==> src/rtl/bankAddrGen_pkg.sv <==
package bankAddrGen_pkg;
  localparam int OFS_W  = 16;
  localparam int BANK_W = 8;
  localparam int DPO_W  = 8;
  localparam int FULL_W = OFS_W + BANK_W;

  typedef enum logic [2:0] {
    KIND_FETCH = 3'd0,
    KIND_ABS   = 3'd1,
    KIND_IDX   = 3'd2,
    KIND_LONG  = 3'd3,
    KIND_DP    = 3'd4,
    KIND_STACK = 3'd5,
    KIND_RSV6  = 3'd6,
    KIND_RSV7  = 3'd7
  } accKind_e;

  typedef enum logic [1:0] {
    BANK_CODE = 2'd0,
    BANK_DATA = 2'd1,
    BANK_OPND = 2'd2,
    BANK_ZERO = 2'd3
  } bankSel_e;

  typedef enum logic [1:0] {
    LOW_PC   = 2'd0,
    LOW_BASE = 2'd1,
    LOW_DP   = 2'd2,
    LOW_NONE = 2'd3
  } lowSel_e;

  typedef struct packed {
    bankSel_e bankSel;
    lowSel_e  lowSel;
    logic     addIdx;
    logic     chkPen;
  } addrCtl_t;
endpackage

==> src/rtl/bankAddrGen_ctrl.sv <==
module bankAddrGen_ctrl
  import bankAddrGen_pkg::*;
(
  input  logic [2:0] accKind,
  output addrCtl_t   ctl
);
  accKind_e kindE;
  assign kindE = accKind_e'(accKind);

  always_comb begin
    ctl.bankSel = BANK_ZERO;
    ctl.lowSel  = LOW_NONE;
    ctl.addIdx  = 1'b0;
    ctl.chkPen  = 1'b0;
    case (kindE)
      KIND_FETCH: begin
        ctl.bankSel = BANK_CODE;
        ctl.lowSel  = LOW_PC;
      end
      KIND_ABS: begin
        ctl.bankSel = BANK_DATA;
        ctl.lowSel  = LOW_BASE;
      end
      KIND_IDX: begin
        ctl.bankSel = BANK_DATA;
        ctl.lowSel  = LOW_BASE;
        ctl.addIdx  = 1'b1;
      end
      KIND_LONG: begin
        ctl.bankSel = BANK_OPND;
        ctl.lowSel  = LOW_BASE;
      end
      KIND_DP: begin
        ctl.bankSel = BANK_ZERO;
        ctl.lowSel  = LOW_DP;
        ctl.chkPen  = 1'b1;
      end
      KIND_STACK: begin
        ctl.bankSel = BANK_ZERO;
        ctl.lowSel  = LOW_BASE;
      end
      default: begin
        ctl.bankSel = BANK_ZERO;
        ctl.lowSel  = LOW_NONE;
      end
    endcase
  end
endmodule

==> src/rtl/bankAddrGen_dpath.sv <==
module bankAddrGen_dpath
  import bankAddrGen_pkg::*;
#(
  parameter int OW = OFS_W,
  parameter int BW = BANK_W,
  parameter int DW = DPO_W
) (
  input  logic          clk,
  input  logic          rstN,
  input  addrCtl_t      ctl,
  input  logic [OW-1:0] pc,
  input  logic [OW-1:0] baseAddr,
  input  logic [OW-1:0] idxVal,
  input  logic [BW-1:0] opBank,
  input  logic          pbWrEn,
  input  logic [BW-1:0] pbWrData,
  input  logic          dbWrEn,
  input  logic [BW-1:0] dbWrData,
  input  logic          dpWrEn,
  input  logic [OW-1:0] dpWrData,
  output logic [OW+BW-1:0] effAddr,
  output logic          dpPenalty
);
  localparam int AW = OW + BW;

  logic [BW-1:0] codeBank, dataBank;
  logic [OW-1:0] dpBase;
  logic [BW-1:0] bankPick;
  logic [OW-1:0] lowPick;
  logic [OW-1:0] dpSum;
  logic [AW-1:0] idxSum;

  always_ff @(posedge clk or negedge rstN) begin
    if (!rstN) begin
      codeBank <= '0;
      dataBank <= '0;
      dpBase   <= '0;
    end else begin
      if (pbWrEn) codeBank <= pbWrData;
      if (dbWrEn) dataBank <= dbWrData;
      if (dpWrEn) dpBase   <= dpWrData;
    end
  end

  assign dpSum  = dpBase + {{(OW-DW){1'b0}}, baseAddr[DW-1:0]};
  assign idxSum = {dataBank, baseAddr} + {{BW{1'b0}}, idxVal};

  always_comb begin
    case (ctl.bankSel)
      BANK_CODE: bankPick = codeBank;
      BANK_DATA: bankPick = dataBank;
      BANK_OPND: bankPick = opBank;
      default:   bankPick = '0;
    endcase
    case (ctl.lowSel)
      LOW_PC:   lowPick = pc;
      LOW_BASE: lowPick = baseAddr;
      LOW_DP:   lowPick = dpSum;
      default:  lowPick = '0;
    endcase
    if (ctl.addIdx) effAddr = idxSum;
    else            effAddr = {bankPick, lowPick};
  end

  assign dpPenalty = ctl.chkPen && (dpBase[DW-1:0] != '0);

  AST_PB_HOLD: assert property (@(posedge clk) disable iff (!rstN)
    !pbWrEn |=> $stable(codeBank));
  AST_PB_LOAD: assert property (@(posedge clk) disable iff (!rstN)
    pbWrEn |=> codeBank == $past(pbWrData));
  AST_DB_HOLD: assert property (@(posedge clk) disable iff (!rstN)
    !dbWrEn |=> $stable(dataBank));
  AST_DP_HOLD: assert property (@(posedge clk) disable iff (!rstN)
    !dpWrEn |=> $stable(dpBase));
endmodule

==> src/rtl/bankAddrGen.sv <==
module bankAddrGen
  import bankAddrGen_pkg::*;
(
  input  logic        clk,
  input  logic        rstN,
  input  logic [2:0]  accKind,
  input  logic [15:0] pc,
  input  logic [15:0] baseAddr,
  input  logic [15:0] idxVal,
  input  logic [7:0]  opBank,
  input  logic        pbWrEn,
  input  logic [7:0]  pbWrData,
  input  logic        dbWrEn,
  input  logic [7:0]  dbWrData,
  input  logic        dpWrEn,
  input  logic [15:0] dpWrData,
  output logic [23:0] effAddr,
  output logic        dpPenalty
);
  addrCtl_t ctl;

  bankAddrGen_ctrl ctrl_i (
    .accKind (accKind),
    .ctl     (ctl)
  );

  bankAddrGen_dpath #(.OW(OFS_W), .BW(BANK_W), .DW(DPO_W)) dpath_i (
    .clk       (clk),
    .rstN      (rstN),
    .ctl       (ctl),
    .pc        (pc),
    .baseAddr  (baseAddr),
    .idxVal    (idxVal),
    .opBank    (opBank),
    .pbWrEn    (pbWrEn),
    .pbWrData  (pbWrData),
    .dbWrEn    (dbWrEn),
    .dbWrData  (dbWrData),
    .dpWrEn    (dpWrEn),
    .dpWrData  (dpWrData),
    .effAddr   (effAddr),
    .dpPenalty (dpPenalty)
  );

  AST_FETCH_LOW: assert property (@(posedge clk) disable iff (!rstN)
    accKind == 3'd0 |-> effAddr[15:0] == pc);
  AST_LONG_BANK: assert property (@(posedge clk) disable iff (!rstN)
    accKind == 3'd3 |-> effAddr == {opBank, baseAddr});
  AST_BANK_ZERO: assert property (@(posedge clk) disable iff (!rstN)
    (accKind == 3'd4 || accKind == 3'd5) |-> effAddr[23:16] == 8'h00);
  AST_STACK_LOW: assert property (@(posedge clk) disable iff (!rstN)
    accKind == 3'd5 |-> effAddr[15:0] == baseAddr);
  AST_PEN_KIND: assert property (@(posedge clk) disable iff (!rstN)
    dpPenalty |-> accKind == 3'd4);
  AST_RSV_ZERO: assert property (@(posedge clk) disable iff (!rstN)
    accKind[2:1] == 2'b11 |-> (effAddr == 24'h0 && !dpPenalty));
endmodule

==> config.mk <==
export PLATFORM = sky130hd
export DESIGN_NAME = bankAddrGen
export DESIGN_NICKNAME = d
export VERILOG_FILES = /design/src/rtl/bankAddrGen_pkg.sv /design/src/rtl/bankAddrGen_ctrl.sv /design/src/rtl/bankAddrGen_dpath.sv /design/src/rtl/bankAddrGen.sv
export SDC_FILE = /design/constraint.sdc
export NUM_CORES = 1
export LEC_CHECK = 0
export CAP_MARGIN = 25
export CORE_AREA = 10 10 141 78
export CTS_CLUSTER_DIAMETER = 80
export CTS_CLUSTER_SIZE = 30
export DETAILED_ROUTE_END_ITERATION = 7
export DIE_AREA = 0 0 151 88
export DONT_BUFFER_PORTS = 1
export GPL_ROUTABILITY_DRIVEN = 0
export PLACE_DENSITY_LB_ADDON = 0.08
export SLEW_MARGIN = 20
export SYNTH_ARGS = -nofsm -noshare
export SYNTH_HDL_FRONTEND = slang
export SYNTH_HIERARCHICAL = 1
export SYNTH_SLANG_ARGS = --single-unit
==> constraint.sdc <==
create_clock -name clk -period 3 [get_ports clk]
set_clock_uncertainty 0.1 [all_clocks]
set_input_delay 0.6 -clock clk [delete_from_list [all_inputs] [get_ports clk]]
set_output_delay 0.6 -clock clk [all_outputs]
set_load 0.02 [all_outputs]
==> flow_summary.ini <==
[final_layout]
drive_above_1_share_pct = 42.14
utilization_pct = 54.02
final_cell_mix = buf_4 (65), mux2_2 (40), dfrtp_1 (32)
n_fill_cell = 801
fin_cells = 575
area_delta_synth_final_pct = 38.21
antennaDiodeCount = 0
nNetsFinal = 579
final_common_cell = buf_4
multi_input_area_sq_um = 2845
seqCellArea_sq_um = 800.8

[setup_path]
worst-path-buf-inv = 2
critPathCaptureType = output pin
rr_endpoint = dpath_i/dpBase[0]
reg2reg_from = dpath_i/dpBase[0]
slowest_stage = dfrtp_1
crit_chain = ha_2 -> inv_2 -> fa_2 -> nor2b_2 -> o21ai_2 -> a21oi_2 -> o41ai_4 -> nor3b_2 -> xnor2_1 -> o221ai_2 -> buf_4
arrival_ns = 2.51
startpoint_type = flop
worst_ep_required_time_ns = 2.30
max_stage_delay_ns = 0.37
rrSetupSlack_ns = 2.00
critical_path.top_delay_family = compound AO/OA/AOI/OAI gates
reg2reg_depth = 2
critical_path_class = reg2out
path_max_fanout = 4

[clock_network]
h-tree-depth = 2
clkTransAtPathRegs_ns = 0.06
cts_sinks = 32
cts_made_buffers = 5
clock-root-buffer = clkbuf_16
clock_latency_ns = 0.28
cts_tree = yes
clockBufferDepth = 2

[timing]
layout_setup_ws_ns = -0.2075
final_max_slew_viol_count = 0
finalHoldViolations = 0
tns_ns = -1.285
min_period_over_period_pct = 106.9
rsz0062_at_grt = yes
setup_violations = 14
tightest_slew_ns = 0.5554
fin_crit_ns = 3.208
slew_headroom_pct = 62.90
max_freq_mhz = 311.8

[logic_synthesis]
synth-warning-count = 6
synth_top_area_share_pct = 24.02
ys_seq_elements = 32
synth-main-ff-cell = dfrtp_1
synth_cell_types = 49
synthesis.nets = 513
synth_area_per_cell_sq_um = 8.525
async_flop_share_pct = 100.0
synth_edf_count = 0
synthTopCellsByArea = dfrtp_1 (24%), mux2_2 (14%), ha_1 (9.0%)
netlist_area_sq_um = 3333
synth_top_area_cell = dfrtp_1
ys_seq_area_share_pct = 24.02
synthCells = 391

[min_path]
min_path_type = in2async

[drt]
totalWireLength_um = 11110
firstDrtPassIters = 4
drt_first_iter_violations = 158
vias = 3228
vias_per_cell = 5.614
wl_per_cell_um = 19.31
drtAntennaViolNets = 0
drc = 0

[die]
coreArea_sq_um = 8528
die_w_um = 151
initial_core_util_pct = 39.08
num_io_pins = 121
die_y_um = 88
placementRows = 24
die_area_sq_um = 13290

[grt]
grt.total_usage_pct = 15.97
grt_pass1_vias = 3367
overflow = 0
grt_pass1_wl_um = 17130
grt_max_degree = 33
grt_antenna_before_repair = 0

[pwr]
power_density_nw_per_um2 = 408.8
ir_drop_mv = 0.2002
p_leak_nw = 1.870

[status]
outcome = finished, violations left
violations = setup timing

[placed_design]
io_buffers = 0
dp.cells = 552
dp_hpwl_um = 8907

[run]
cap_violations = 0
-- where the power goes --
part	internal (mW)	switching [mW]	leakage (nW)
sequential	0.475	0.0440	0.375
combinational	0.434	0.424	1.43
clock	0.308	0.198	0.0660
-- state kept, by name (all words and copies together) (netlist names) --
name and flops:
dpath_i/dpBase 16, dpath_i/codeBank 8, dpath_i/dataBank 8
-- worst max path at each step --
stage / from / endpoint / slack (ns) / cells past startpoint
after global placement: baseAddr[0] / effAddr[22] / -0.24 / 10
after detailed placement: baseAddr[0] / effAddr[18] / -0.30 / 9
final: dpath_i/dpBase[0] / effAddr[14] / -0.21 / 11
after CTS: dpath_i/dpBase[0] / effAddr[14] / -0.19 / 11
after global routing: dpath_i/dpBase[0] / effAddr[14] / -0.33 / 11
after floorplan: baseAddr[0] / effAddr[10] / 0.005 / 10
-- cells in the mapped netlist, drive strengths merged, types with 2 or more instances --
cell type and count:
o21ai 28, mux2 40, o221ai 4, nand4 4, xor2 6, buf 5
clkbuf 11, xnor2 24, a31oi 5, a211oi 15, nor4bb 2, nand3 3
nand3b 2, ha 24, a22oi 5, inv 15, and3 3, mux2i 12
a221o 2, nand2 29, nor3 8, nor4 3, a21o 6, a21oi 34
dfrtp 32, nor2b 9, or3 2, o21a 4, fa 2, o211ai 4
nor2 34, nand4b 2
-- kinds of logic (layout without fill, tap and decap cells) --
family | Yosys count | count (layout) | synth area share (%)
and+or+nand+nor | 106 | 106 | 15.43
buffers and inverters | 31 | 98 | 3.566
xor gates and xnor gates | 30 | 30 | 7.883
adders and majority gates | 26 | 26 | 10.21
DFF | 32 | 32 | 24.02
muxes | 52 | 52 | 17.12
AOI/OAI and AO/OA | 114 | 114 | 21.77
-- per-layer routing --
metal  wire length (um)  global-route usage, %
met1               4602                  19.20
met2               5362                  27.00
met3               1019                  5.970
met4                121                  3.128
met5                  0                      0
-- final cells by class --
cell class | count | area share [%]
inverter | 15 | 1.222
clock buffer | 5 | 2.716
multi-input combinational | 328 | 61.76
clock inverter | 3 | 0.5160
timing repair buffer | 75 | 13.23
sequential | 32 | 17.38
tap | 117 | 3.178
-- through the flow --
step	total power [mW]	worst slack, ns	hold slack, ns	area [sq um]
floorplan	1.016	0.004829	0.2044	3387
global placement	1.228	-0.2444	0.2054	3930
detailed placement	1.239	-0.2987	0.2054	3930
CTS	1.822	-0.1925	0.04191	4362
global route	2.006	-0.3299	0.04566	4607
finish	1.883	-0.2075	0.04070	4607
-- repair_timing --
action,CTS,global route
gates cloned,0,0
setup buffers,9,8
endpoints found under the hold margin,32,0
gates resized for setup,38,40
pin swaps,28,31
setup endpoints to repair,20,20
hold buffers,1,0
-- worst register-to-register path: cells and delay by family (launching register included) --
kind	cells	cell delay (ns)
multiplexers	1	0.25
buffers and inverters	1	0.14
flip-flops	1	0.39
Note: power is estimated with default switching activity, not from simulation.
